File: src/rtl/adc_seq_pkg.sv
package adc_seq_pkg;
    localparam int unsigned WORD_W     = 16;
    localparam int unsigned ADDR_W     = 6;
    localparam int unsigned NUM_INPUTS = 10;
    localparam int unsigned SEL_W      = 4;

    localparam logic [ADDR_W-1:0] OFF_CTRL = 6'h06;
    localparam logic [ADDR_W-1:0] OFF_DATA = 6'h08;
    localparam logic [ADDR_W-1:0] OFF_IEN  = 6'h0C;
    localparam logic [ADDR_W-1:0] OFF_IST  = 6'h0E;

    localparam int unsigned GO_BIT     = 0;
    localparam int unsigned SEL_LSB    = 1;
    localparam int unsigned MASK_LSB   = 5;
    localparam int unsigned SETTLE_BIT = 15;
    localparam int unsigned DONE_BIT   = 2;

    localparam logic [WORD_W-1:0] SIGN_FLIP = 16'h8000;

    typedef enum logic [1:0] {
        ST_IDLE   = 2'd0,
        ST_SETTLE = 2'd1,
        ST_STROBE = 2'd2,
        ST_WAIT   = 2'd3
    } seq_state_t;
endpackage

File: src/rtl/adc_seq_regs.sv
module adc_seq_regs
    import adc_seq_pkg::*;
(
    input  logic              clk,
    input  logic              rst_n,
    input  logic              bus_we,
    input  logic [ADDR_W-1:0] bus_addr,
    input  logic [WORD_W-1:0] bus_wdata,
    input  logic              busy,
    input  logic              cap_valid,
    input  logic [WORD_W-1:0] cap_data,
    output logic              start_req,
    output logic              settle_req,
    output logic [WORD_W-1:1] ctrl_q,
    output logic              ist_done,
    output logic [WORD_W-1:0] bus_rdata,
    output logic              irq
);
    logic              ctrl_wr;
    logic              ist_clr;
    logic              ien_q;
    logic [WORD_W-1:0] data_q;

    // control writes are accepted only while idle
    assign ctrl_wr    = bus_we && (bus_addr == OFF_CTRL) && !busy;
    assign start_req  = ctrl_wr && bus_wdata[GO_BIT];
    assign settle_req = bus_wdata[SETTLE_BIT];
    assign ist_clr    = bus_we && (bus_addr == OFF_IST) && bus_wdata[DONE_BIT];

    always_ff @(posedge clk) begin
        if (!rst_n) begin
            ctrl_q   <= '0;
            ien_q    <= 1'b0;
            ist_done <= 1'b0;
            data_q   <= '0;
        end else begin
            if (ctrl_wr) begin
                ctrl_q <= bus_wdata[WORD_W-1:1];
            end
            if (bus_we && (bus_addr == OFF_IEN)) begin
                ien_q <= bus_wdata[DONE_BIT];
            end
            // a capture in the same cycle as a clear wins
            if (cap_valid) begin
                ist_done <= 1'b1;
            end else if (ist_clr) begin
                ist_done <= 1'b0;
            end
            if (cap_valid) begin
                data_q <= cap_data;
            end
        end
    end

    always_comb begin
        bus_rdata = '0;
        case (bus_addr)
            OFF_CTRL: bus_rdata = {ctrl_q, busy};
            OFF_DATA: bus_rdata = data_q;
            OFF_IEN:  bus_rdata[DONE_BIT] = ien_q;
            OFF_IST:  bus_rdata[DONE_BIT] = ist_done;
            default:  bus_rdata = '0;
        endcase
    end

    assign irq = ist_done & ien_q;
endmodule

File: src/rtl/adc_seq_fsm.sv
module adc_seq_fsm
    import adc_seq_pkg::*;
#(
    parameter int unsigned SETTLE_CYCLES = 8
) (
    input  logic       clk,
    input  logic       rst_n,
    input  logic       start_req,
    input  logic       settle_req,
    input  logic       adc_done,
    output seq_state_t state_q,
    output logic       busy,
    output logic       adc_start,
    output logic       cap_valid
);
    localparam int unsigned CNT_W = $clog2(SETTLE_CYCLES + 1);
    localparam logic [CNT_W-1:0] CNT_LOAD = CNT_W'(SETTLE_CYCLES - 1);

    seq_state_t       state_d;
    logic [CNT_W-1:0] cnt_q;

    // state register
    always_ff @(posedge clk) begin
        if (!rst_n) begin
            state_q <= ST_IDLE;
        end else begin
            state_q <= state_d;
        end
    end

    // settling counter
    always_ff @(posedge clk) begin
        if (!rst_n) begin
            cnt_q <= '0;
        end else if (state_q == ST_IDLE && start_req && settle_req) begin
            cnt_q <= CNT_LOAD;
        end else if (state_q == ST_SETTLE && cnt_q != '0) begin
            cnt_q <= cnt_q - 1'b1;
        end
    end

    // transitions
    always_comb begin
        state_d = state_q;
        unique case (state_q)
            ST_IDLE: begin
                if (start_req) begin
                    state_d = settle_req ? ST_SETTLE : ST_STROBE;
                end
            end
            ST_SETTLE: begin
                if (cnt_q == '0) begin
                    state_d = ST_STROBE;
                end
            end
            ST_STROBE: state_d = ST_WAIT;
            ST_WAIT: begin
                if (adc_done) begin
                    state_d = ST_IDLE;
                end
            end
            default: state_d = ST_IDLE;
        endcase
    end

    // outputs
    always_comb begin
        busy      = 1'b1;
        adc_start = 1'b0;
        cap_valid = 1'b0;
        unique case (state_q)
            ST_IDLE:   busy = 1'b0;
            ST_SETTLE: busy = 1'b1;
            ST_STROBE: adc_start = 1'b1;
            ST_WAIT:   cap_valid = adc_done;
            default:   busy = 1'b0;
        endcase
    end
endmodule

File: src/rtl/adc_seq_capture.sv
module adc_seq_capture
    import adc_seq_pkg::*;
(
    input  logic [SEL_W-1:0]      sel,
    input  logic [NUM_INPUTS-1:0] enable_mask,
    input  logic [WORD_W-1:0]     adc_data,
    output logic [WORD_W-1:0]     cap_data
);
    localparam int unsigned SEL_SPAN = 2 ** SEL_W;

    logic [SEL_SPAN-1:0] en_vec;

    for (genvar g = 0; g < SEL_SPAN; g++) begin : g_en
        if (g < NUM_INPUTS) begin : g_real
            assign en_vec[g] = enable_mask[g];
        end else begin : g_none
            assign en_vec[g] = 1'b0;
        end
    end

    assign cap_data = en_vec[sel] ? (adc_data ^ SIGN_FLIP) : '0;
endmodule

File: src/rtl/adc_seq_top.sv
module adc_seq_top
    import adc_seq_pkg::*;
#(
    parameter int unsigned SETTLE_CYCLES = 8
) (
    input  logic              clk,
    input  logic              rst_n,
    input  logic              bus_we,
    input  logic [ADDR_W-1:0] bus_addr,
    input  logic [WORD_W-1:0] bus_wdata,
    output logic [WORD_W-1:0] bus_rdata,
    output logic [SEL_W-1:0]  mux_sel,
    output logic              adc_start,
    input  logic              adc_done,
    input  logic [WORD_W-1:0] adc_data,
    output logic              irq
);
    seq_state_t        state_q;
    logic              busy;
    logic              cap_valid;
    logic              start_req;
    logic              settle_req;
    logic [WORD_W-1:1] ctrl_q;
    logic              ist_done;
    logic              wait_st;
    logic [WORD_W-1:0] cap_data;

    adc_seq_regs u_regs (
        .clk        (clk),
        .rst_n      (rst_n),
        .bus_we     (bus_we),
        .bus_addr   (bus_addr),
        .bus_wdata  (bus_wdata),
        .busy       (busy),
        .cap_valid  (cap_valid),
        .cap_data   (cap_data),
        .start_req  (start_req),
        .settle_req (settle_req),
        .ctrl_q     (ctrl_q),
        .ist_done   (ist_done),
        .bus_rdata  (bus_rdata),
        .irq        (irq)
    );

    adc_seq_fsm #(
        .SETTLE_CYCLES (SETTLE_CYCLES)
    ) u_fsm (
        .clk        (clk),
        .rst_n      (rst_n),
        .start_req  (start_req),
        .settle_req (settle_req),
        .adc_done   (adc_done),
        .state_q    (state_q),
        .busy       (busy),
        .adc_start  (adc_start),
        .cap_valid  (cap_valid)
    );

    adc_seq_capture u_cap (
        .sel         (ctrl_q[SEL_LSB+SEL_W-1:SEL_LSB]),
        .enable_mask (ctrl_q[MASK_LSB+NUM_INPUTS-1:MASK_LSB]),
        .adc_data    (adc_data),
        .cap_data    (cap_data)
    );

    assign mux_sel = ctrl_q[SEL_LSB+SEL_W-1:SEL_LSB];
    assign wait_st = (state_q == ST_WAIT);
endmodule

File: config.mk
export PLATFORM = sky130hd
export DESIGN_NAME = adc_seq_top
export DESIGN_NICKNAME = d
export VERILOG_FILES = /design/src/rtl/adc_seq_pkg.sv /design/src/rtl/adc_seq_regs.sv /design/src/rtl/adc_seq_fsm.sv /design/src/rtl/adc_seq_capture.sv /design/src/rtl/adc_seq_top.sv
export SDC_FILE = /design/constraint.sdc
export NUM_CORES = 1
export LEC_CHECK = 0
export CAP_MARGIN = 0
export CORE_AREA = 5 5 76 78
export DETAILED_ROUTE_END_ITERATION = 10
export DIE_AREA = 0 0 81 83
export PLACE_DENSITY = 0.82
export RECOVER_POWER = 25
export SLEW_MARGIN = 15
export SYNTH_ARGS = -nofsm -noshare
export SYNTH_HDL_FRONTEND = slang
export SYNTH_SLANG_ARGS = --single-unit
File: constraint.sdc
create_clock -name clk -period 5.8 [get_ports clk]
set_input_delay 1.74 -clock clk [delete_from_list [all_inputs] [get_ports clk]]
set_output_delay 1.74 -clock clk [all_outputs]
set_load 0.05 [all_outputs]
==> qor.yml <==
power.total_uw: 671
peakVddDrop_uv: 109
synth_ff_type: "dfxtp_1"
yosysTopAreaCell: "dfxtp_1"
post_cts_buffers: 0
routed_via_density: 5.68
yosysUniqueCellTypes: 42
crit_chain: "dlygate4sd3_1 -> nor4b_1 -> nor3b_2 -> buf_4 -> a22oi_1 -> o21ai_0 -> buf_12"
die_h_um: 83
seq_area_frac_synth: 0.371
core_mm2: 0.00501
hpwlAfterDp_um: 4100
syn_avg_cell_area_um2: 8.89
die_x_um: 81
path_buf_inv: 3
crit_required_ps: 4060
diodes: 0
ctsHoldBuffers: 0
hold_ws_ps: 493
worst_pin_slew_ps: 879
clockRootBuffer: "clkbuf_8"
fin_area_mm2: 0.00303
rsz0062_at_grt: "false"
p_leak_uw: 0.00110
antenna_left: 0
final_cells: 361
clkSlewWorstSetupHoldPaths_ps: 80
async_flop_share: 0
max_freq_mhz: 182
portBuffers: 63
path_class: "in -> out"
synthTopCellsByCount: "dfxtp_1 (39), a21oi_1 (23), nor2_1 (21), mux2i_1 (18), a22oi_1 (17)"
setup_violations: 0
wire_per_inst_um: 16.1
initial_utilization: 0.421
grt_pass1_vias: 1923
cts-resized-gates: 0
synth-seq-cells: 39
cp-start-kind: "input pin"
synth_area_mm2: 0.00211
yosys-top-cells-area: "dfxtp_1 (37%), mux2i_1 (8.6%), a22o_1 (6.2%)"
post-route-period-util: 0.949
synth-edff-count: 0
cts_tree: "built"
hp-class: "reg -> reg"
power_density_mw_per_mm2: 222
h-tree-depth: 2
synth_cells: 237
drv_slew: 0
overflow: 0
fin_nets: 337
crit_arrival_ps: 3760
ioPinCount: 64
cp_max_fo: 16
finClkSkew_ps: 6.78
antenna_found_initial: 0
drv_cap: 0
yosysMostFrequentCell: "dfxtp_1"
clockBufferDepth: 2
ys_warn_count: 0
synth_nets: 284
critPathTopFamily: "buffers and inverters"
crit_path_top_delay_cell: "dlygate4sd3_1"
grt_usage: 0.174
min_period_ps: 5500
status: "complete, no violations"
cts_sinks: 39
fin_setup_tns_ps: 0
vias: 2050
routabilityCongestion: 0.825
place_inst: 353
crit_path_max_incr_delay_ps: 550
cts_buffers: 5
endpoint_kind: "output port"
num_rows: 26
yosysTopAreaCellShare: 0.371
grt_max_degree: 38
initialDrtViolationCount: 148
drc_errors: 0
wirelength_um: 5810
syn_to_final_growth_pct: 43.7
slew_headroom: 0.412
die-area_mm2: 0.00672
hold_viol: 0
drtPass1Iterations: 4
fill_cells: 434
insertion_delay_ps: 300
grt_pass1_wl_um: 9420
drive_gt1_frac: 0.113
dpl_cell_area_mm2: 0.00289
-- flip-flops by register name (all words and copies together), names as in the netlist --
name,flops
u_regs.data_q,16
u_regs.ctrl_q,15
u_fsm.cnt_q,4
u_fsm.state_q,2
u_regs.ien_q,1
u_regs.ist_done,1
-- cell type report --
class                           count  area (um^2)  share of cell area
Timing Repair Buffer               66          813               0.269
Multi-Input combinational cell    171         1180               0.390
Clock inverter                      3         71.3              0.0236
Tap cell                           70         87.6              0.0289
Sequential cell                    39          781               0.258
Clock buffer                        5         68.8              0.0227
Inverter                            7         26.3             0.00868
-- stage by stage --
stage                      util  worst slack, ps
after CTS                 0.605              436
after global routing      0.604              199
final                     0.604              296
after detailed placement  0.577              412
after global placement    0.577              570
after floorplan               -              743
-- tightest hold or removal path, delay by kind of cell, from the launching register on --
kind	cells	cell delay, ps
flops	1	320
compound gates	2	130
-- placed cells by master (no fill, tap or decap), types with 6 or more instances in the layout --
cell type | netlist | layout
clkdlybuf4s50_1 | 0 | 42
dfxtp_1 | 39 | 39
a21oi_1 | 23 | 23
nor2_1 | 21 | 21
mux2i_1 | 18 | 18
a22oi_1 | 17 | 17
and3_1 | 16 | 16
nand4_1 | 16 | 16
buf_12 | 0 | 16
a22o_1 | 15 | 15
nand2_1 | 9 | 9
inv_1 | 6 | 6
-- where the power goes --
group / internal (uW) / total (uW) / switching [uW]
clock network: 175 / 280 / 106
registers: 273 / 280 / 6.52
logic: 50.4 / 111 / 60.4
total: 498 / 671 / 173
-- cell families (layout without fill, tap and decap cells) --
family	after synthesis	count (layout)	share of synthesized area
and+or+nand+nor	78	78	0.208
AOI/OAI and AO/OA	66	66	0.214
DFF	39	39	0.371
buffers and inverters	27	81	0.0671
muxes	20	20	0.102
adders and majority gates	5	5	0.0297
xor gates and xnor gates	2	2	0.00832
-- layer usage --
| metal | vias to the layer above | track usage | wire [um] |
|---|---|---|---|
| met1 | 956 | 0.236 | 2460 |
| met2 | 96 | 0.273 | 2810 |
| met3 | 7 | 0.0400 | 455 |
| met5 | - | 0 | 0 |
| met4 | 0 | 0.0492 | 91 |
| li1 | 991 | - | - |
-- path summary, 6_finish.rpt --
check | startpoint | endpoint | slack, ps | cells after the start
hold reg to reg | u_regs.ien_q$_SDFFE_PN0P_ | u_regs.ien_q$_SDFFE_PN0P_ | 490 | 2
setup / recovery | bus_addr[0] | bus_rdata[2] | 300 | 7
setup reg to reg | u_fsm.state_q[1]$_SDFFE_PN0P_ | u_regs.data_q[15]$_SDFFE_PN0P_ | 3790 | 5
hold / removal | u_regs.ien_q$_SDFFE_PN0P_ | u_regs.ien_q$_SDFFE_PN0P_ | 490 | 2
Power figures use the tool's default switching activity.
